$ cat src/rtl/tdm_port_pkg.sv
package tdm_port_pkg;

  // Bit-clock events decoded in the system clock domain.
  typedef struct packed {
    logic rise;   // bit clock went high in this cycle
    logic fall;   // bit clock went low in this cycle
    logic fs;     // frame sync, aligned with the edge flags
    logic din;    // serial input, aligned with the edge flags
  } line_evt_t;

  // Width of an index into n items, at least one bit.
  function automatic int idx_w(input int n);
    return (n > 1) ? $clog2(n) : 1;
  endfunction

endpackage

$ cat src/rtl/tdm_line_sync.sv
module tdm_line_sync #(
  parameter int SYNC_STAGES = 2
) (
  input  logic                    clk,
  input  logic                    rst_n,
  input  logic                    bclk_i,
  input  logic                    fsync_i,
  input  logic                    sdin_i,
  output tdm_port_pkg::line_evt_t evt_o
);

  // One extra stage on the clock line provides the previous value for edge detection.
  logic [SYNC_STAGES:0] bclk_q, bclk_d;
  logic [SYNC_STAGES:0] fs_q, fs_d;
  logic [SYNC_STAGES:0] din_q, din_d;

  always_comb begin
    bclk_d = {bclk_q[SYNC_STAGES-1:0], bclk_i};
    fs_d   = {fs_q[SYNC_STAGES-1:0], fsync_i};
    din_d  = {din_q[SYNC_STAGES-1:0], sdin_i};
  end

  always_ff @(posedge clk or negedge rst_n) begin
    if (!rst_n) begin
      bclk_q <= '0;
      fs_q   <= '0;
      din_q  <= '0;
    end else begin
      bclk_q <= bclk_d;
      fs_q   <= fs_d;
      din_q  <= din_d;
    end
  end

  always_comb begin
    evt_o.rise = bclk_q[SYNC_STAGES-1] & ~bclk_q[SYNC_STAGES];
    evt_o.fall = ~bclk_q[SYNC_STAGES-1] & bclk_q[SYNC_STAGES];
    evt_o.fs   = fs_q[SYNC_STAGES-1];
    evt_o.din  = din_q[SYNC_STAGES-1];
  end

endmodule

$ cat src/rtl/tdm_slot_seq.sv
module tdm_slot_seq #(
  parameter int NUM_SLOTS = 4,
  parameter int WORD_W    = 16,
  localparam int SLOT_W   = tdm_port_pkg::idx_w(NUM_SLOTS),
  localparam int BIT_W    = tdm_port_pkg::idx_w(WORD_W)
) (
  input  logic                    clk,
  input  logic                    rst_n,
  input  tdm_port_pkg::line_evt_t evt_i,
  output logic                    samp_o,
  output logic                    done_o,
  output logic                    load_o,
  output logic                    shift_o,
  output logic                    idle_o,
  output logic [SLOT_W-1:0]       slot_o,
  output logic                    err_o
);

  logic              active_q, active_d;
  logic [SLOT_W-1:0] slot_q, slot_d;
  logic [BIT_W-1:0]  bit_q, bit_d;
  logic              err_q, err_d;
  logic              last_bit, last_slot, frame_last, early_fs;

  always_comb begin
    last_bit   = (bit_q == BIT_W'(WORD_W - 1));
    last_slot  = (slot_q == SLOT_W'(NUM_SLOTS - 1));
    frame_last = active_q & last_bit & last_slot;
    early_fs   = evt_i.fall & evt_i.fs & active_q & ~frame_last;

    // Receive side acts on falling edges, transmit side on rising edges.
    samp_o  = evt_i.fall & active_q & ~early_fs;
    done_o  = samp_o & last_bit;
    load_o  = evt_i.rise & active_q & (bit_q == '0);
    shift_o = evt_i.rise & active_q & (bit_q != '0);
    idle_o  = evt_i.rise & ~active_q;

    active_d = active_q;
    slot_d   = slot_q;
    bit_d    = bit_q;
    if (evt_i.fs) begin
      active_d = 1'b1;
      slot_d   = '0;
      bit_d    = '0;
    end else if (active_q) begin
      if (last_bit) begin
        bit_d = '0;
        if (last_slot) begin
          active_d = 1'b0;
          slot_d   = '0;
        end else begin
          slot_d = slot_q + SLOT_W'(1);
        end
      end else begin
        bit_d = bit_q + BIT_W'(1);
      end
    end
    err_d = early_fs;
  end

  always_ff @(posedge clk or negedge rst_n) begin
    if (!rst_n) begin
      active_q <= 1'b0;
      slot_q   <= '0;
      bit_q    <= '0;
      err_q    <= 1'b0;
    end else begin
      if (evt_i.fall) begin
        active_q <= active_d;
        slot_q   <= slot_d;
        bit_q    <= bit_d;
      end
      err_q <= err_d;
    end
  end

  assign slot_o = slot_q;
  assign err_o  = err_q;

endmodule

$ cat src/rtl/tdm_rx_deser.sv
module tdm_rx_deser #(
  parameter int WORD_W = 16,
  parameter int OUT_W  = 24,
  parameter int SLOT_W = 2
) (
  input  logic              clk,
  input  logic              rst_n,
  input  logic              samp_i,
  input  logic              done_i,
  input  logic              din_i,
  input  logic [SLOT_W-1:0] slot_i,
  output logic              valid_o,
  output logic [OUT_W-1:0]  data_o,
  output logic [SLOT_W-1:0] slot_o
);

  logic [WORD_W-1:0] sh_q, sh_d;
  logic [WORD_W-1:0] word_full;
  logic [OUT_W-1:0]  word_fill;
  logic [OUT_W-1:0]  data_q;
  logic [SLOT_W-1:0] slot_q;
  logic              valid_q;

  always_comb begin
    sh_d      = {sh_q[WORD_W-2:0], din_i};
    word_full = sh_d;
  end

  generate
    if (OUT_W > WORD_W) begin : g_pad
      assign word_fill = {{(OUT_W - WORD_W){1'b0}}, word_full};
    end else begin : g_flat
      assign word_fill = word_full;
    end
  endgenerate

  always_ff @(posedge clk or negedge rst_n) begin
    if (!rst_n) begin
      sh_q    <= '0;
      data_q  <= '0;
      slot_q  <= '0;
      valid_q <= 1'b0;
    end else begin
      if (samp_i) sh_q <= sh_d;
      if (done_i) begin
        data_q <= word_fill;
        slot_q <= slot_i;
      end
      valid_q <= done_i;
    end
  end

  assign valid_o = valid_q;
  assign data_o  = data_q;
  assign slot_o  = slot_q;

endmodule

$ cat src/rtl/tdm_tx_ser.sv
module tdm_tx_ser #(
  parameter int WORD_W = 16,
  parameter int SLOT_W = 2
) (
  input  logic              clk,
  input  logic              rst_n,
  input  logic              load_i,
  input  logic              shift_i,
  input  logic              idle_i,
  input  logic [SLOT_W-1:0] slot_i,
  input  logic              wr_i,
  input  logic [WORD_W-1:0] wdata_i,
  output logic              sdout_o,
  output logic              take_o,
  output logic [SLOT_W-1:0] take_slot_o,
  output logic              underrun_o
);

  logic [WORD_W-1:0] hold_q, hold_d;
  logic              full_q, full_d;
  logic [WORD_W-1:0] sh_q, sh_d;
  logic              dout_q, dout_d;
  logic              under_q, under_d;
  logic              take_q;
  logic [SLOT_W-1:0] tslot_q;
  logic              bit_en;

  always_comb begin
    hold_d  = wr_i ? wdata_i : hold_q;
    full_d  = (full_q & ~load_i) | wr_i;
    sh_d    = sh_q;
    dout_d  = dout_q;
    under_d = under_q;
    bit_en  = load_i | shift_i | idle_i;
    if (load_i) begin
      if (full_q) begin
        dout_d = hold_q[WORD_W-1];
        sh_d   = {hold_q[WORD_W-2:0], 1'b0};
      end else begin
        dout_d  = 1'b0;
        sh_d    = '0;
        under_d = 1'b1;
      end
    end else if (shift_i) begin
      dout_d = sh_q[WORD_W-1];
      sh_d   = {sh_q[WORD_W-2:0], 1'b0};
    end else if (idle_i) begin
      dout_d = 1'b0;
      sh_d   = '0;
    end
  end

  always_ff @(posedge clk or negedge rst_n) begin
    if (!rst_n) begin
      hold_q  <= '0;
      full_q  <= 1'b0;
      sh_q    <= '0;
      dout_q  <= 1'b0;
      under_q <= 1'b0;
      take_q  <= 1'b0;
      tslot_q <= '0;
    end else begin
      if (wr_i) hold_q <= hold_d;
      full_q <= full_d;
      if (bit_en) begin
        sh_q   <= sh_d;
        dout_q <= dout_d;
      end
      if (load_i) begin
        under_q <= under_d;
        tslot_q <= slot_i;
      end
      take_q <= load_i;
    end
  end

  assign sdout_o     = dout_q;
  assign take_o      = take_q;
  assign take_slot_o = tslot_q;
  assign underrun_o  = under_q;

endmodule

$ cat src/rtl/tdm_serial_port.sv
module tdm_serial_port #(
  parameter int NUM_SLOTS   = 4,
  parameter int WORD_W      = 16,
  parameter int OUT_W       = 24,
  parameter int SYNC_STAGES = 2,
  localparam int SLOT_W     = tdm_port_pkg::idx_w(NUM_SLOTS)
) (
  input  logic              clk,
  input  logic              rst_n,
  input  logic              bclk_i,
  input  logic              fsync_i,
  input  logic              sdin_i,
  output logic              sdout_o,
  output logic              rx_valid_o,
  output logic [OUT_W-1:0]  rx_data_o,
  output logic [SLOT_W-1:0] rx_slot_o,
  input  logic              tx_wr_i,
  input  logic [WORD_W-1:0] tx_wdata_i,
  output logic              tx_take_o,
  output logic [SLOT_W-1:0] tx_take_slot_o,
  output logic              tx_underrun_o,
  output logic              sync_err_o
);

  // Reset: asserted asynchronously, released on the clock.
  logic [1:0] rst_pipe_q, rst_pipe_d;
  logic       rst_core_n;

  always_comb rst_pipe_d = {rst_pipe_q[0], 1'b1};

  always_ff @(posedge clk or negedge rst_n) begin
    if (!rst_n) rst_pipe_q <= '0;
    else        rst_pipe_q <= rst_pipe_d;
  end

  assign rst_core_n = rst_pipe_q[1];

  tdm_port_pkg::line_evt_t evt;
  logic              samp, done, load, shift, idle;
  logic [SLOT_W-1:0] cur_slot;

  tdm_line_sync #(.SYNC_STAGES(SYNC_STAGES)) u_sync (
    .clk     (clk),
    .rst_n   (rst_core_n),
    .bclk_i  (bclk_i),
    .fsync_i (fsync_i),
    .sdin_i  (sdin_i),
    .evt_o   (evt)
  );

  tdm_slot_seq #(.NUM_SLOTS(NUM_SLOTS), .WORD_W(WORD_W)) u_seq (
    .clk     (clk),
    .rst_n   (rst_core_n),
    .evt_i   (evt),
    .samp_o  (samp),
    .done_o  (done),
    .load_o  (load),
    .shift_o (shift),
    .idle_o  (idle),
    .slot_o  (cur_slot),
    .err_o   (sync_err_o)
  );

  tdm_rx_deser #(.WORD_W(WORD_W), .OUT_W(OUT_W), .SLOT_W(SLOT_W)) u_rx (
    .clk     (clk),
    .rst_n   (rst_core_n),
    .samp_i  (samp),
    .done_i  (done),
    .din_i   (evt.din),
    .slot_i  (cur_slot),
    .valid_o (rx_valid_o),
    .data_o  (rx_data_o),
    .slot_o  (rx_slot_o)
  );

  tdm_tx_ser #(.WORD_W(WORD_W), .SLOT_W(SLOT_W)) u_tx (
    .clk         (clk),
    .rst_n       (rst_core_n),
    .load_i      (load),
    .shift_i     (shift),
    .idle_i      (idle),
    .slot_i      (cur_slot),
    .wr_i        (tx_wr_i),
    .wdata_i     (tx_wdata_i),
    .sdout_o     (sdout_o),
    .take_o      (tx_take_o),
    .take_slot_o (tx_take_slot_o),
    .underrun_o  (tx_underrun_o)
  );

endmodule

$ cat config.mk
export PLATFORM = sky130hd
export DESIGN_NAME = tdm_serial_port
export DESIGN_NICKNAME = d
export VERILOG_FILES = /design/src/rtl/tdm_port_pkg.sv /design/src/rtl/tdm_line_sync.sv /design/src/rtl/tdm_slot_seq.sv /design/src/rtl/tdm_rx_deser.sv /design/src/rtl/tdm_tx_ser.sv /design/src/rtl/tdm_serial_port.sv
export SDC_FILE = /design/constraint.sdc
export NUM_CORES = 1
export LEC_CHECK = 0
export CAP_MARGIN = 20
export CORE_MARGIN = 2
export CORE_UTILIZATION = 45
export CTS_CLUSTER_SIZE = 16
export DETAILED_ROUTE_END_ITERATION = 16
export GPL_TIMING_DRIVEN = 0
export HOLD_SLACK_MARGIN = 0.12
export PLACE_DENSITY_LB_ADDON = 0.3
export SETUP_SLACK_MARGIN = 0.02
export SYNTH_ARGS = -nofsm -noshare
export SYNTH_HDL_FRONTEND = slang
export SYNTH_SLANG_ARGS = --single-unit
$ cat constraint.sdc
create_clock -name clk -period 8.4 [get_ports clk]
set_input_delay 0.84 -clock clk [delete_from_list [all_inputs] [get_ports clk]]
set_output_delay 0.84 -clock clk [all_outputs]
set_load 0.02 [all_outputs]
==> run metrics <==
CP required 7.56 ns; Die Ht 92.5 um; HPWL after DPL 3830 um; Slew Viols, Final 0; Seq/Total Area, Yosys 62.5%; ANT cells 0; RSZ-0062 raised after global routing no; Row Count 32; detailed-router iteration count before antenna repair 4; area share of the largest cell type after synthesis 62.5%; global-route wire length before repair 10200 um; clk_skew 0.00832 ns; worst skew pair latency 0.35 ns; Clock Pin Slew Worst Setup and Hold Paths 0.09 ns; fin nets 333; syn_area_per_cell 14.4 um^2; initial antenna violation count 0; H-tree Lvls 3; Routed WL 5810 um; clock share of power 31.2%; Fmax achieved 0.462 GHz; DR vias/cell 5.01; CTS Hold Buffers Added 0; Seq pwr share 54.7%; post-synthesis cell type with the largest combined area dfrtp_1; Leakage 2.02 nW; Crit Path Max Fanout 2; Clock Tree Buf Depth 2; setup_tns 0 ns; switching power 251 uW; die width 92.5 um; largest net degree at the start of global routing 45; YS warnings 0; part of the cycle the worst path needs 25.8%; 1st-iter DRT viols 77; Power Internal 703 uW; I/O pin cnt 55; Total Routing Usage GR 15.2%; DR DRC count 0; CP Cell Sequence clkdlybuf4s50_1; largest family of logic cells by synthesized area multiplexers; Final Hold Vio Count 0; simple-gate area share of the yosys netlist 8.31%; Final setup viols 0; CP max stage cell clkdlybuf4s50_1; core footprint 7650 um^2; Sink Count 88; ys async rst share 100%; Post-Syn Area 3520 um^2; Vias 2081; total grt overflow 0; VDD IR max 0.119 mV; post-synthesis adder-cell area fraction 1.06%; Top delay family on crit path buffers and inverters; critical path type reg -> out; RePlAce Congestion 0.855; Antenna Violating Nets Remaining 0; status completed; Slew @ Worst Pin 0.700 ns; max_cap viols 0; Post-Synthesis Cells 244; Worst path max stage delay 0.62 ns; ys flop type dfrtp_1; Rel. slew slack 53.3%; Placement Cell Area 4150 um^2; Sw Share 26.3%; Seq cells post-synth 88; min Tclk post-route 2.17 ns; Compound-Gate Fraction of Synth Area 7.53%; layout cells sized above 1 28.8%; final hold slack 0.321 ns; fillers 623; Routed WL per cell 14.0 um; number of synthesized flops with an enable pin 0; Syn-to-layout area delta 23.6%; Initial Utilization 46.1%; cell area after layout 4360 um^2; CTS tree built; mux cell area share after synthesis 16.5%; Clk Tree Root Cell clkbuf_8; pwr/cell area 219 nW/um^2; combinational share of power 14.1%; die area 8560 um^2; Startpoint Class flip-flop; vias in the first global route 2105; Post-Synth XOR/XNOR Area 0%; crit path buf inv count 1; Post-CTS Resized 0; synth top area cells dfrtp_1 (62%), mux2_2 (16%), a221o_1 (4.3%), and2_1 (2.7%), buf_4 (1.9%); count of unique library cells instantiated by Yosys 38; CTS buffer count 9; postcts setup bufs 0; Hold Crit Class reg -> async; Worst Path Arrival 1.33 ns; Port-buffer cells 45; crit end category primary output
## cell usage in the layout, fill, tap and decap left out, drive strengths merged, types with 4 or more instances in the layout
cell type,n
dfrtp,88
mux2,51
nor2,4
and2,15
conb,9
clkdlybuf4s50,45
a221o,15
buf,15
inv,7
clkbuf,14
## cell families after synthesis
kind of cell | Yosys count
muxes | 51
other | 2
buffers and inverters | 24
DFF | 88
AOI/OAI and AO/OA | 31
and+or+nand+nor | 45
adders and majority gates | 3
## metal layers
layer  wire (um)  global-route usage, %
met3         252                   4.07
met5           0                      0
met2        2610                   22.1
met4          85                   5.60
met1        2860                   22.0
## registers in the layout, indices dropped and copies added, names as in the netlist, 2 cells and up
name,count
rst_pipe_q,2
u_rx.data_o,16
u_rx.sh_q,15
u_rx.slot_o,2
u_seq.bit_q,4
u_seq.slot_o,2
u_sync.bclk_q,3
u_sync.din_q,2
u_sync.fs_q,2
u_tx.hold_q,16
u_tx.sh_q,15
u_tx.take_slot_o,2
## per-stage QoR
step	util, %	instances	power (mW)	worst slack (ns)
6_report	57.0	415	0.955	6.23
5_1_grt	57.0	415	1.00	6.17
4_1_cts	57.0	415	0.965	6.21
3_5_place_dp	54.3	399	0.665	6.12
3_3_place_gp	54.0	398	0.658	4.87
2_1_floorplan	-	251	0.619	5.77
## cell usage after synthesis (4+ instances only)
master / number
dfrtp_1: 88
clkbuf_1: 4
buf_4: 9
mux2_2: 49
nor2_1: 4
inv_1: 5
buf_2: 4
a221o_1: 15
and2_1: 15
## power groups by stage
stage          Combinational [mW]  Sequential, mW  Clock [mW]
4_1_cts                     0.136           0.522       0.307
3_3_place_gp                0.127           0.531           0
6_report                    0.135           0.522       0.297
5_1_grt                     0.149           0.530       0.325
3_5_place_dp                0.135           0.530           0
2_1_floorplan              0.0942           0.525           0
## worst paths after layout
path | startpoint | endpoint | slack, ns | cells past startpoint
min in group clk | u_sync.bclk_q[0] | u_sync.bclk_q[1] | 0.35 | 0
max in group asynchronous | rst_pipe_q[1] | u_seq.slot_o[1] | 7.46 | 1
setup / recovery | u_rx.data_o[0] | rx_data_o[0] | 6.23 | 1
hold reg to reg | rst_pipe_q[1] | u_tx.sh_q[9] | 0.32 | 0
hold / removal | rst_pipe_q[1] | u_tx.sh_q[9] | 0.32 | 0
setup reg to reg | u_seq.bit_q[0] | u_rx.data_o[11] | 6.28 | 5
## cell type report
class / instances / area (um^2) / share of cell area [%]
Sequential cell: 88 / 2210 / 50.6
Multi-Input combinational cell: 139 / 1210 / 27.8
Timing Repair Buffer: 46 / 470 / 10.8
Tap cell: 102 / 128 / 2.93
Clock buffer: 9 / 124 / 2.84
Buffer: 19 / 119 / 2.73
Clock inverter: 7 / 78.8 / 1.81
Inverter: 5 / 18.8 / 0.431
Note: power is estimated with default switching activity, not from simulation.
